File: config.mk
export PLATFORM = sky130hd
export DESIGN_NAME = pwr_seq_top
export DESIGN_NICKNAME = d
export VERILOG_FILES = /design/src/rtl/pseq_pkg.sv /design/src/rtl/pseq_slot_match.sv /design/src/rtl/pseq_slot_timer.sv /design/src/rtl/pseq_rb_mon.sv /design/src/rtl/pwr_seq_top.sv
export SDC_FILE = /design/constraint.sdc
export NUM_CORES = 1
export LEC_CHECK = 0
export BUFFER_PORTS_ARGS = -buffer_cell sky130_fd_sc_hd__clkbuf_2
export CORE_UTILIZATION = 30
export CTS_BUF_LIST = sky130_fd_sc_hd__clkbuf_16
export CTS_CLUSTER_DIAMETER = 60
export DETAILED_ROUTE_END_ITERATION = 10
export SLEW_MARGIN = 25
export SYNTH_ARGS = -nofsm -noshare
export SYNTH_HDL_FRONTEND = slang
export SYNTH_HIERARCHICAL = 1
export SYNTH_SLANG_ARGS = --single-unit
File: constraint.sdc
create_clock -name clk -period 15 [get_ports clk]
set_clock_uncertainty 0.15 [all_clocks]
set_input_delay 0.75 -clock clk [delete_from_list [all_inputs] [get_ports clk]]
set_output_delay 0.75 -clock clk [all_outputs]
set_load 0.1 [all_outputs]
File: src/rtl/pseq_pkg.sv
package pseq_pkg;

    typedef enum logic [2:0] {
        ST_SHDN  = 3'd0,
        ST_UP    = 3'd1,
        ST_DN    = 3'd2,
        ST_SLEEP = 3'd3,
        ST_SENT  = 3'd4,
        ST_SEXT  = 3'd5,
        ST_ACT   = 3'd7
    } pseq_st_e;

endpackage

File: src/rtl/pseq_slot_match.sv
module pseq_slot_match #(
    parameter int N_EN   = 12,
    parameter int SLOT_W = 4
) (
    input  logic [N_EN*SLOT_W-1:0] map,
    input  logic [SLOT_W-1:0]      slot,
    output logic [N_EN-1:0]        hit
);

    for (genvar i = 0; i < N_EN; i++) begin : g_cmp
        assign hit[i] = (map[i*SLOT_W +: SLOT_W] == slot);
    end

endmodule

File: src/rtl/pseq_slot_timer.sv
module pseq_slot_timer #(
    parameter int SLOT_W   = 4,
    parameter int TIME_W   = 4,
    parameter int STEP_CYC = 12500
) (
    input  logic              clk,
    input  logic              rst_n,
    input  logic              clr,
    input  logic              run,
    input  logic [TIME_W-1:0] units,
    input  logic              step_long,
    output logic [SLOT_W-1:0] slot,
    output logic              slot_start,
    output logic              done
);

    localparam int MAX_LEN = (1 << TIME_W) * 4 * STEP_CYC;
    localparam int LEN_W   = $clog2(MAX_LEN + 1);
    localparam logic [SLOT_W-1:0] LAST_SLOT = '1;

    logic [LEN_W-1:0]  len;
    logic [LEN_W-1:0]  tick_q;
    logic [SLOT_W-1:0] slot_q;
    logic              last_tick;

    always_comb begin
        int unsigned l;
        l   = (int'(units) + 1) * (step_long ? 4 : 1) * STEP_CYC;
        len = LEN_W'(l);
    end

    assign last_tick  = (tick_q == len - LEN_W'(1));
    assign slot       = slot_q;
    assign slot_start = run && (tick_q == '0);
    assign done       = run && last_tick && (slot_q == LAST_SLOT);

    always_ff @(posedge clk or negedge rst_n) begin
        if (!rst_n) begin
            tick_q <= '0;
            slot_q <= '0;
        end else if (clr) begin
            tick_q <= '0;
            slot_q <= '0;
        end else if (run) begin
            if (last_tick) begin
                tick_q <= '0;
                if (slot_q != LAST_SLOT) slot_q <= slot_q + SLOT_W'(1);
            end else begin
                tick_q <= tick_q + LEN_W'(1);
            end
        end
    end

    // inside a slot the slot index holds until the last tick
    a_r4_slot_holds: assert property (@(posedge clk) disable iff (!rst_n)
        (run && !clr && !last_tick) |=> (slot_q == $past(slot_q)));

endmodule

File: src/rtl/pseq_rb_mon.sv
module pseq_rb_mon #(
    parameter int N_EN = 12
) (
    input  logic            clk,
    input  logic            rst_n,
    input  logic [N_EN-1:0] en_cmd,
    input  logic [N_EN-1:0] en_rb,
    output logic            fault
);

    logic [N_EN-1:0] en_prev;
    logic            mismatch;

    assign mismatch = (en_prev == en_cmd) && (en_rb != en_cmd);

    always_ff @(posedge clk or negedge rst_n) begin
        if (!rst_n) begin
            en_prev <= '0;
            fault   <= 1'b0;
        end else begin
            en_prev <= en_cmd;
            if (mismatch) fault <= 1'b1;
        end
    end

    a_r10_fault_sticky: assert property (@(posedge clk) disable iff (!rst_n)
        fault |=> fault);

endmodule

File: src/rtl/pwr_seq_top.sv
module pwr_seq_top
    import pseq_pkg::*;
#(
    parameter int N_EN           = 12,
    parameter int SLOT_W         = 4,
    parameter int TIME_W         = 4,
    parameter int STEP_CYC       = 12500,
    parameter int HOLD_CYC       = 500000,
    parameter bit FORCE_ACT_INIT = 1'b1
) (
    input  logic                   clk,
    input  logic                   rst_n,
    input  logic                   act_req,
    input  logic                   slp_req,
    input  logic                   force_act_clr,
    input  logic                   force_shdn_req,
    input  logic [N_EN*SLOT_W-1:0] up_map,
    input  logic [N_EN*SLOT_W-1:0] dn_map,
    input  logic [N_EN*SLOT_W-1:0] sent_map,
    input  logic [N_EN*SLOT_W-1:0] sext_map,
    input  logic [N_EN-1:0]        slp_mask,
    input  logic [TIME_W-1:0]      up_units,
    input  logic [TIME_W-1:0]      dn_units,
    input  logic                   step_long,
    input  logic [N_EN-1:0]        en_rb,
    output logic [N_EN-1:0]        en_o,
    output logic [2:0]             state_o,
    output logic                   force_act_o,
    output logic                   fault_o,
    output logic                   irq_n,
    output logic                   rst_out_n
);

    localparam int HOLD_W = $clog2(HOLD_CYC + 1);

    pseq_st_e              state_q, state_d;
    logic [N_EN-1:0]       en_q;
    logic                  fa_q;
    logic                  force_pend;
    logic [HOLD_W-1:0]     hold_cnt;
    logic                  seq_run, seq_clr, seq_done, slot_start;
    logic [SLOT_W-1:0]     slot;
    logic [TIME_W-1:0]     units;
    logic [N_EN*SLOT_W-1:0] map_sel;
    logic [N_EN-1:0]       hit;
    logic                  consume;
    logic                  down_req;
    logic                  fault;

    // ---------------- sequence engine ----------------
    assign seq_run = (state_q == ST_UP) || (state_q == ST_DN) ||
                     (state_q == ST_SENT) || (state_q == ST_SEXT);
    assign seq_clr = (state_d != state_q);
    assign units   = ((state_q == ST_UP) || (state_q == ST_SEXT)) ? up_units : dn_units;

    always_comb begin
        unique case (state_q)
            ST_UP:   map_sel = up_map;
            ST_DN:   map_sel = dn_map;
            ST_SENT: map_sel = sent_map;
            ST_SEXT: map_sel = sext_map;
            default: map_sel = up_map;
        endcase
    end

    pseq_slot_timer #(
        .SLOT_W  (SLOT_W),
        .TIME_W  (TIME_W),
        .STEP_CYC(STEP_CYC)
    ) i_timer (
        .clk       (clk),
        .rst_n     (rst_n),
        .clr       (seq_clr),
        .run       (seq_run),
        .units     (units),
        .step_long (step_long),
        .slot      (slot),
        .slot_start(slot_start),
        .done      (seq_done)
    );

    pseq_slot_match #(
        .N_EN  (N_EN),
        .SLOT_W(SLOT_W)
    ) i_match (
        .map (map_sel),
        .slot(slot),
        .hit (hit)
    );

    // ---------------- request flags ----------------
    assign consume  = ((state_q == ST_DN) && seq_done) || (state_q == ST_SHDN);
    assign down_req = force_pend || !act_req;

    always_ff @(posedge clk or negedge rst_n) begin
        if (!rst_n) begin
            fa_q       <= FORCE_ACT_INIT;
            force_pend <= 1'b0;
            hold_cnt   <= '0;
        end else begin
            if (force_act_clr) fa_q <= 1'b0;
            force_pend <= force_shdn_req || (force_pend && !consume);
            if (consume && force_pend)
                hold_cnt <= HOLD_W'(HOLD_CYC);
            else if ((state_q == ST_SHDN) && (hold_cnt != '0))
                hold_cnt <= hold_cnt - HOLD_W'(1);
        end
    end

    // ---------------- state register ----------------
    always_ff @(posedge clk or negedge rst_n) begin
        if (!rst_n) state_q <= ST_SHDN;
        else        state_q <= state_d;
    end

    always_comb begin
        state_d = state_q;
        unique case (state_q)
            ST_SHDN:  if (act_req && !force_pend && (hold_cnt == '0)) state_d = ST_UP;
            ST_UP:    if (seq_done) state_d = ST_ACT;
            ST_ACT: begin
                if (down_req)              state_d = ST_DN;
                else if (slp_req && !fa_q) state_d = ST_SENT;
            end
            ST_SENT:  if (seq_done) state_d = ST_SLEEP;
            ST_SLEEP: begin
                if (down_req)      state_d = ST_DN;
                else if (!slp_req) state_d = ST_SEXT;
            end
            ST_SEXT:  if (seq_done) state_d = ST_ACT;
            ST_DN:    if (seq_done) state_d = ST_SHDN;
            default:  state_d = ST_SHDN;
        endcase
    end

    // ---------------- output process ----------------
    always_ff @(posedge clk or negedge rst_n) begin
        if (!rst_n) begin
            en_q <= '0;
        end else if (slot_start) begin
            unique case (state_q)
                ST_UP:   en_q <= en_q | hit;
                ST_SEXT: en_q <= en_q | (hit & slp_mask);
                ST_DN:   en_q <= en_q & ~hit;
                ST_SENT: en_q <= en_q & ~(hit & slp_mask);
                default: en_q <= en_q;
            endcase
        end
    end

    pseq_rb_mon #(
        .N_EN(N_EN)
    ) i_rb (
        .clk   (clk),
        .rst_n (rst_n),
        .en_cmd(en_q),
        .en_rb (en_rb),
        .fault (fault)
    );

    assign en_o        = en_q;
    assign state_o     = state_q;
    assign force_act_o = fa_q;
    assign fault_o     = fault;
    assign irq_n       = !fault;
    assign rst_out_n   = !fault;

    // ---------------- assertions ----------------
    a_r3_up_no_fall: assert property (@(posedge clk) disable iff (!rst_n)
        (state_q == ST_UP) |=> ((en_q & $past(en_q)) == $past(en_q)));

    a_r5_down_no_rise: assert property (@(posedge clk) disable iff (!rst_n)
        (state_q == ST_DN) |=> ((en_q & ~$past(en_q)) == '0));

    a_r5_shdn_all_low: assert property (@(posedge clk) disable iff (!rst_n)
        (state_q == ST_SHDN) |-> (en_q == '0));

    a_r7_fa_never_sets: assert property (@(posedge clk) disable iff (!rst_n)
        !fa_q |=> !fa_q);

    a_r8_up_runs_out: assert property (@(posedge clk) disable iff (!rst_n)
        ((state_q == ST_UP) && !seq_done) |=> (state_q == ST_UP));

    a_r8_dn_runs_out: assert property (@(posedge clk) disable iff (!rst_n)
        ((state_q == ST_DN) && !seq_done) |=> (state_q == ST_DN));

    a_r9_hold_in_shdn: assert property (@(posedge clk) disable iff (!rst_n)
        ((state_q == ST_SHDN) && (hold_cnt != '0)) |=> (state_q == ST_SHDN));

endmodule

==> results of run 1 <==
[Yosys cell counts, types with 7 or more instances]
cell type	n
sky130_fd_sc_hd__a21oi_1	87
sky130_fd_sc_hd__a211oi_1	7
sky130_fd_sc_hd__o21ai_0	11
sky130_fd_sc_hd__nor3_1	20
sky130_fd_sc_hd__clkbuf_1	44
sky130_fd_sc_hd__a21o_1	7
sky130_fd_sc_hd__nor4_1	14
sky130_fd_sc_hd__nor4_2	14
sky130_fd_sc_hd__nand3_1	23
sky130_fd_sc_hd__nand4_1	12
sky130_fd_sc_hd__buf_4	7
sky130_fd_sc_hd__o31ai_1	7
sky130_fd_sc_hd__nor2b_1	17
sky130_fd_sc_hd__nand2b_1	23
sky130_fd_sc_hd__xor2_1	99
sky130_fd_sc_hd__nand2_1	52
sky130_fd_sc_hd__nor3_2	13
sky130_fd_sc_hd__ha_1	57
sky130_fd_sc_hd__fa_1	13
sky130_fd_sc_hd__inv_1	44
sky130_fd_sc_hd__buf_2	11
sky130_fd_sc_hd__o22a_1	49
sky130_fd_sc_hd__dfrtp_1	72
sky130_fd_sc_hd__a31oi_1	25
sky130_fd_sc_hd__xnor2_1	39
sky130_fd_sc_hd__nor2_1	43
sky130_fd_sc_hd__o22ai_1	100
[final cells by class]
class                           instances  area share, %
Sequential cell                        73          17.43
Antenna cell                            1        0.02381
Multi-Input combinational cell        842          60.63
Clock buffer                            9          2.143
Clock inverter                          6          1.024
Timing Repair Buffer                  260          12.64
Inverter                               45          1.607
Tap cell                              378          4.500
[registers in the layout, indices dropped and copies added (netlist names)]
register        flops
i_timer/slot        4
i_timer/tick_q     20
en_o               12
i_rb/en_prev       12
force_act_o         1
i_rb/fault          1
force_pend          1
state_o             3
hold_cnt           19
[kinds of logic after synthesis]
family          after synthesis  synth area share (%)
compound gates              338                 26.36
xor+xnor                    140                 14.48
fa+ha+maj                    71                 11.35
buf+inv                     117                 5.875
flops                        73                 21.09
mux                          15                 1.862
other cells                   1               0.04326
simple gates                274                 18.95
[worst paths after layout]
kind	to	slack (ns)	cells past startpoint
worst max-delay path	i_timer/tick_q[15]	4.28	35
worst min-delay path	force_act_o	0.34	1
worst max register to register	i_timer/tick_q[15]	4.28	35
worst min register to register	force_act_o	0.34	1
max in group asynchronous	state_o[0]	13.51	2
min in group asynchronous	i_rb/en_prev[6]	0.48	2
[critical path, delay by kind of cell (launching register included)]
family	cells	cell delay, ns
muxes	1	0.40
xor gates and xnor gates	3	0.52
DFF	1	0.83
AOI/OAI and AO/OA	9	1.83
buffers and inverters	3	0.46
and+or+nand+nor	12	3.34
adders and majority gates	7	2.99
[metal layers]
| metal | up-vias | part of all wire (%) |
|---|---|---|
| li1 | 4265 | - |
| met1 | 4153 | 48 |
| met2 | 188 | 47 |
| met3 | 26 | 4.3 |
| met4 | 0 | 1.5 |
| met5 | - | 0 |
[through the flow]
| stage | power [uW] | utilization (%) |
|---|---|---|
| after floorplan | 1086 | - |
| after global placement | 1275 | 36.20 |
| after detailed placement | 1290 | 36.20 |
| after CTS | 1538 | 37.39 |
| after global routing | 1660 | 37.41 |
| final | 1533 | 37.42 |
[power by group]
part           internal [uW]  switching (uW)  leakage (uW)  total, uW
logic                    390             595       0.00370        985
clock network            161            79.1      0.000163        240
registers                242            65.8      0.000936        308
total                    793             740       0.00480       1530
==> results by group, run 1 <==
Global route
  – Met2 track demand over resource: 29.66%
  – Via count of the first global-routing pass: 8,243
  – GRT Resource Usage Total: 18.35%
  – Global-route wire length before repair: 43,100 um
  – Layer carrying the most global-route usage: met2
  – Remaining global-route overflow: 0
  – Global-route met3 utilization: 3.731%
  – Initial antenna violation count: 1
  – Largest net degree at the start of global routing: 74
  – Met1 Track Usage GR: 25.02%

Worst setup path
  – Arrival time of the worst setup path: 10.75 ns
  – Max FO, Critical Path: 63
  – Worst setup SP type: flip-flop
  – Crit path largest cell delay: 0.83 ns
  – Most frequent cell on the critical path: sky130_fd_sc_hd__ha_1
  – Worst setup path startpoint: state_o[0]
  – Type of element capturing the critical path: flip-flop
  – Required time worst endpoint: 15.03 ns
  – Category of the critical setup timing path: flip-flop to flip-flop
  – Slowest cell on the critical path: sky130_fd_sc_hd__dfrtp_4
  – Launch point of the worst reg-to-reg path: state_o[0]

Route
  – Number of design rule violations left after detail routing: 0
  – Initial DRC Count: 506
  – Routed via count: 8,632
  – Drt first pass iters: 5
  – Aggregate routed wire length: 27,130 um
  – Remaining antenna violation count after routing: 0
  – Via/cell ratio: 5.348
  – Average routed wire per standard cell: 16.81 um

Yosys
  – Distinct cell type count after synthesis: 80
  – Largest cells by area after synthesis: sky130_fd_sc_hd__dfrtp_1, sky130_fd_sc_hd__xor2_1, sky130_fd_sc_hd__ha_1
  – Number of synthesized register bits: 73
  – Prevailing post-synth register cell: sky130_fd_sc_hd__dfrtp_1
  – Mean post-synth cell area: 8.424 sq um
  – Register area share after synthesis: 21.09%
  – Yosys synthesis warning count: 6
  – Number of flops mapped to enable cells by yosys: 0
  – Post-Syn Area: 8668 sq um
  – Cell accounting for the most synthesized area: sky130_fd_sc_hd__dfrtp_1
  – Share of synthesized flip-flops with an asynchronous set or reset: 100.0%
  – Number of cells produced by synthesis: 1,029
  – Fraction of synthesized cell area taken by the top area cell type: 20.79%

Worst hold path
  – Type of the tightest min-delay check: flip-flop to flip-flop
  – Min-Delay Startpoint: force_act_o

Timing
  – Minimum clock period: 10.72 ns
  – Slew at the pin with the worst max-slew slack: 1.040 ns
  – Finish-stage setup viols: 0
  – Setup tns final: 0 ns
  – Final worst setup slack: 4.284 ns
  – Highest clock rate: 0.09332 GHz
  – Unrepaired setup endpoints after global routing: no
  – Part of the cycle the worst path needs: 71.44%
  – Max Transition Viols Final: 0
  – Worst hold margin: 0.3426 ns
  – Worst slew margin relative to its limit: 30.00%
  – Final-report hold violation count: 0

Finish
  – Area Growth Syn to Fin: 21.25%
  – Most frequent standard cell in the layout excluding fill and tap cells: sky130_fd_sc_hd__clkbuf_2
  – Multi-input logic area: 6372 sq um
  – Layout cells sized above 1: 26.72%
  – Fill count: 2,975
  – Highest-count cells in the layout ignoring fill and taps: sky130_fd_sc_hd__clkbuf_2, sky130_fd_sc_hd__o22ai_1, sky130_fd_sc_hd__xor2_1
  – Count of non-filler cells in the finished layout: 1,614
  – Fin nets: 1,532
  – Post-route cell area: 10,510 sq um
  – Sequential cell area: 1832 sq um

Clocking
  – Clock tree from TritonCTS: built
  – Number of CTS-inserted buffers: 9
  – CTS H-tree depth: 3
  – Clock input transition at the sequential cells of the worst setup and hold paths: 0.06 ns
  – Hold Buf Count CTS: 0
  – Clk buf depth: 2
  – Post-cts gate resize count: 0
  – Buffers inserted during post-CTS setup optimization: 0
  – Clock Root Buffer: sky130_fd_sc_hd__clkbuf_16
  – Total clock sinks: 73
  – Clock insertion delay at the later pin of the skew report: 0.33 ns

Power and ir drop
  – Max VDD drop: 0.00008237 V
  – Leakage power summed over all cells: 0.004797 uW
  – Power density normalized to cell area: 145.8 nW/um^2

Placement
  – Number of instances in the placed design: 1,598
  – Cell area reported after detailed placement: 10,170 sq um
  – Final HPWL DP: 21,250 um
  – I/O Buffers: 249
  – Pre-CTS setup slack: 3.916 ns
  – Routability congestion estimate: 0.9076

Outcome
  – Result of the run: finished, final reports clean

Die
  – Placeable core area: 28,090 sq um
  – Die X: 172.0 um
  – Area of the die: 29,580 sq um
  – Starting utilization of the core area: 30.86%
  – Ports placed on the boundary: 250
  – Site Rows: 61
  – Vert. Die Dim: 172.0 um

Flow run
  – Max Cap Viol: 0
Power figures use the tool's default switching activity.
==> run 2, diff against run 1 <==
Clock period 15 ns to 11 ns, I/O delays scaled along.
==> run 2 against run 1 <==
Compared with the run above: worst setup slack worse by 3.2 ns; flip-flop and latch count did not move; sequential share of layout area increased by 0.081 points.
==> results by group, run 2 (synthesis gave the netlist of run 1 again) <==
Outcome
  – Result of the run: finished, final reports clean

Finish
  – Post-route cell area: 10,460 sq um (-0.46%)
  – Count of non-filler cells in the finished layout: 1,617 (+0.19%)
  – Flip-flop count of the largest register, all copies and words added: 20 (unchanged)
  – Fill count: 2,958 (-0.57%)
  – Layout cells sized above 1: 26.90% (+0.18 points)
  – Area Growth Syn to Fin: 20.68%
  – Register with the highest flop count: i_timer/tick_q
  – Fin nets: 1,534 (+0.13%)
  – Most frequent standard cell in the layout excluding fill and tap cells: sky130_fd_sc_hd__clkbuf_2
  – Highest-count cells in the layout ignoring fill and taps: sky130_fd_sc_hd__clkbuf_2, sky130_fd_sc_hd__o22ai_1, sky130_fd_sc_hd__xor2_1
  – Biggest registers after layout: i_timer/tick_q x20, hold_cnt x19

Die
  – Area of the die: 29,580 sq um (unchanged)
  – Ports placed on the boundary: 250 (unchanged)
  – Site Rows: 61 (unchanged)
  – Starting utilization of the core area: 30.86% (unchanged)
  – Placeable core area: 28,090 sq um (unchanged)
  – Vert. Die Dim: 172.0 um (unchanged)
  – Die X: 172.0 um (unchanged)

Clocking
  – Buffers inserted during post-CTS setup optimization: 0 (unchanged)
  – Clock Root Buffer: sky130_fd_sc_hd__clkbuf_16
  – Clk buf depth: 2 (unchanged)
  – Hold Buf Count CTS: 0 (unchanged)
  – Clock insertion delay at the later pin of the skew report: 0.33 ns (about the same)
  – Total clock sinks: 73 (unchanged)
  – Number of CTS-inserted buffers: 9 (unchanged)
  – Post-cts gate resize count: 0 (unchanged)
  – Clock tree from TritonCTS: built
  – Clock input transition at the sequential cells of the worst setup and hold paths: 0.06 ns (about the same)
  – CTS H-tree depth: 3 (unchanged)

Route
  – Remaining antenna violation count after routing: 0 (unchanged)
  – Aggregate routed wire length: 26,970 um (-0.58%)
  – Initial DRC Count: 631 (+25%)
  – Via/cell ratio: 5.351 (about the same)
  – Routed via count: 8,653 (+0.24%)
  – Average routed wire per standard cell: 16.68 um (-0.77%)
  – Drt first pass iters: 5 (unchanged)
  – Number of design rule violations left after detail routing: 0 (unchanged)

Timing
  – Part of the cycle the worst path needs: 90.23% (+19 points)
  – Setup tns final: 0 ns (unchanged)
  – Finish-stage setup viols: 0 (unchanged)
  – Slew at the pin with the worst max-slew slack: 0.9140 ns (-0.1265 ns)
  – Max Transition Viols Final: 0 (unchanged)
  – Final worst setup slack: 1.074 ns (-3.210 ns)
  – Unrepaired setup endpoints after global routing: no
  – Worst slew margin relative to its limit: 38.30% (+8.3 points)
  – Final-report hold violation count: 0 (unchanged)
  – Minimum clock period: 9.926 ns (-0.7902 ns)
  – Highest clock rate: 0.1007 GHz (+8.0%)

Global route
  – GRT Resource Usage Total: 17.99% (-0.36 points)
  – Largest net degree at the start of global routing: 83 (+12%)
  – Via count of the first global-routing pass: 8,179 (-0.78%)
  – Initial antenna violation count: 1 (unchanged)
  – Remaining global-route overflow: 0 (unchanged)
  – Global-route wire length before repair: 42,360 um (-1.7%)

Worst setup path
  – Slowest cell on the critical path: sky130_fd_sc_hd__nor4b_1
  – Type of element capturing the critical path: flip-flop
  – Crit path largest cell delay: 0.81 ns (-0.02 ns)
  – Arrival time of the worst setup path: 10.03 ns (-0.72 ns)
  – Number of cells traversed by the worst register-to-register path: 36 (+2.9%)
  – Worst setup SP type: flip-flop
  – Buf/Inv on CP: 4 (+1)
  – Category of the critical setup timing path: flip-flop to flip-flop
  – Max FO, Critical Path: 13 (-79%)
  – Top Family by Delay on Critical Path: simple AND/OR/NAND/NOR gates
  – Stages on the worst setup path: 36 (+2.9%)
  – Required time worst endpoint: 11.11 ns (-3.92 ns)

Placement
  – I/O Buffers: 249 (unchanged)
  – Cell area reported after detailed placement: 10,180 sq um (+0.15%)
  – Number of instances in the placed design: 1,600 (+0.13%)
  – Pre-CTS setup slack: 1.019 ns (-2.897 ns)
  – Routability congestion estimate: 0.8800 (-3.0%)
  – Final HPWL DP: 21,000 um (-1.2%)

Power and ir drop
  – Leakage power summed over all cells: 0.004773 uW (-0.48%)
  – Total power consumption of the routed design: 2030 uW (+32%)
  – Max VDD drop: 0.0001163 V (+41%)
  – Power density normalized to cell area: 194.1 nW/um^2 (+33%)

Worst hold path
  – Type of the tightest min-delay check: input pin to async pin

Flow run
  – Max Cap Viol: 0 (unchanged)
-- run 2: final timing paths --
check,start,to,slack [ns]
max in group asynchronous,rst_n,state_o[0],9.99
max reg2reg,state_o[1],i_timer/tick_q[15],1.07
max,state_o[1],i_timer/tick_q[15],1.07
min in group clk,force_act_clr,force_act_o,0.19
min reg2reg,force_act_o,force_act_o,0.36
min,rst_n,i_rb/en_prev[3],0.18
-- run 2: stage by stage --
step | util [%] | hold slack [ns]
5_1_grt | 37.24 | 0.1795
3_3_place_gp | 36.26 | 0.3454
2_1_floorplan | - | 0.1044
4_1_cts | 37.22 | 0.1720
6_report | 37.25 | 0.1776
3_5_place_dp | 36.26 | 0.3444
-- run 2: final cells by class --
cell class	instances	area [sq um]	area share, %
multi-input cells	842	6366	60.85
flip-flops and latches	73	1832	17.51
repair buffers	262	1348	12.88
well taps	378	473.0	4.521
clock buffers	9	225.2	2.153
inverters	45	168.9	1.615
clock inverters	7	46.29	0.4425
diodes	1	2.502	0.02392
-- run 2: per-layer routing --
metal / part of all wire [%] / vias to the layer above / GRT usage (%)
met2: 46 / 214 / 29.03
li1: - / 4268 / -
met5: 0 / - / 0
met3: 4.8 / 40 / 2.907
met1: 47 / 4131 / 24.51
met4: 2.2 / 0 / 5.310
-- run 2: where the power goes --
part | internal, uW | leakage, uW | switching [uW]
clock | 152 | 0.000128 | 117
combinational | 532 | 0.00371 | 811
sequential | 330 | 0.000936 | 88.3
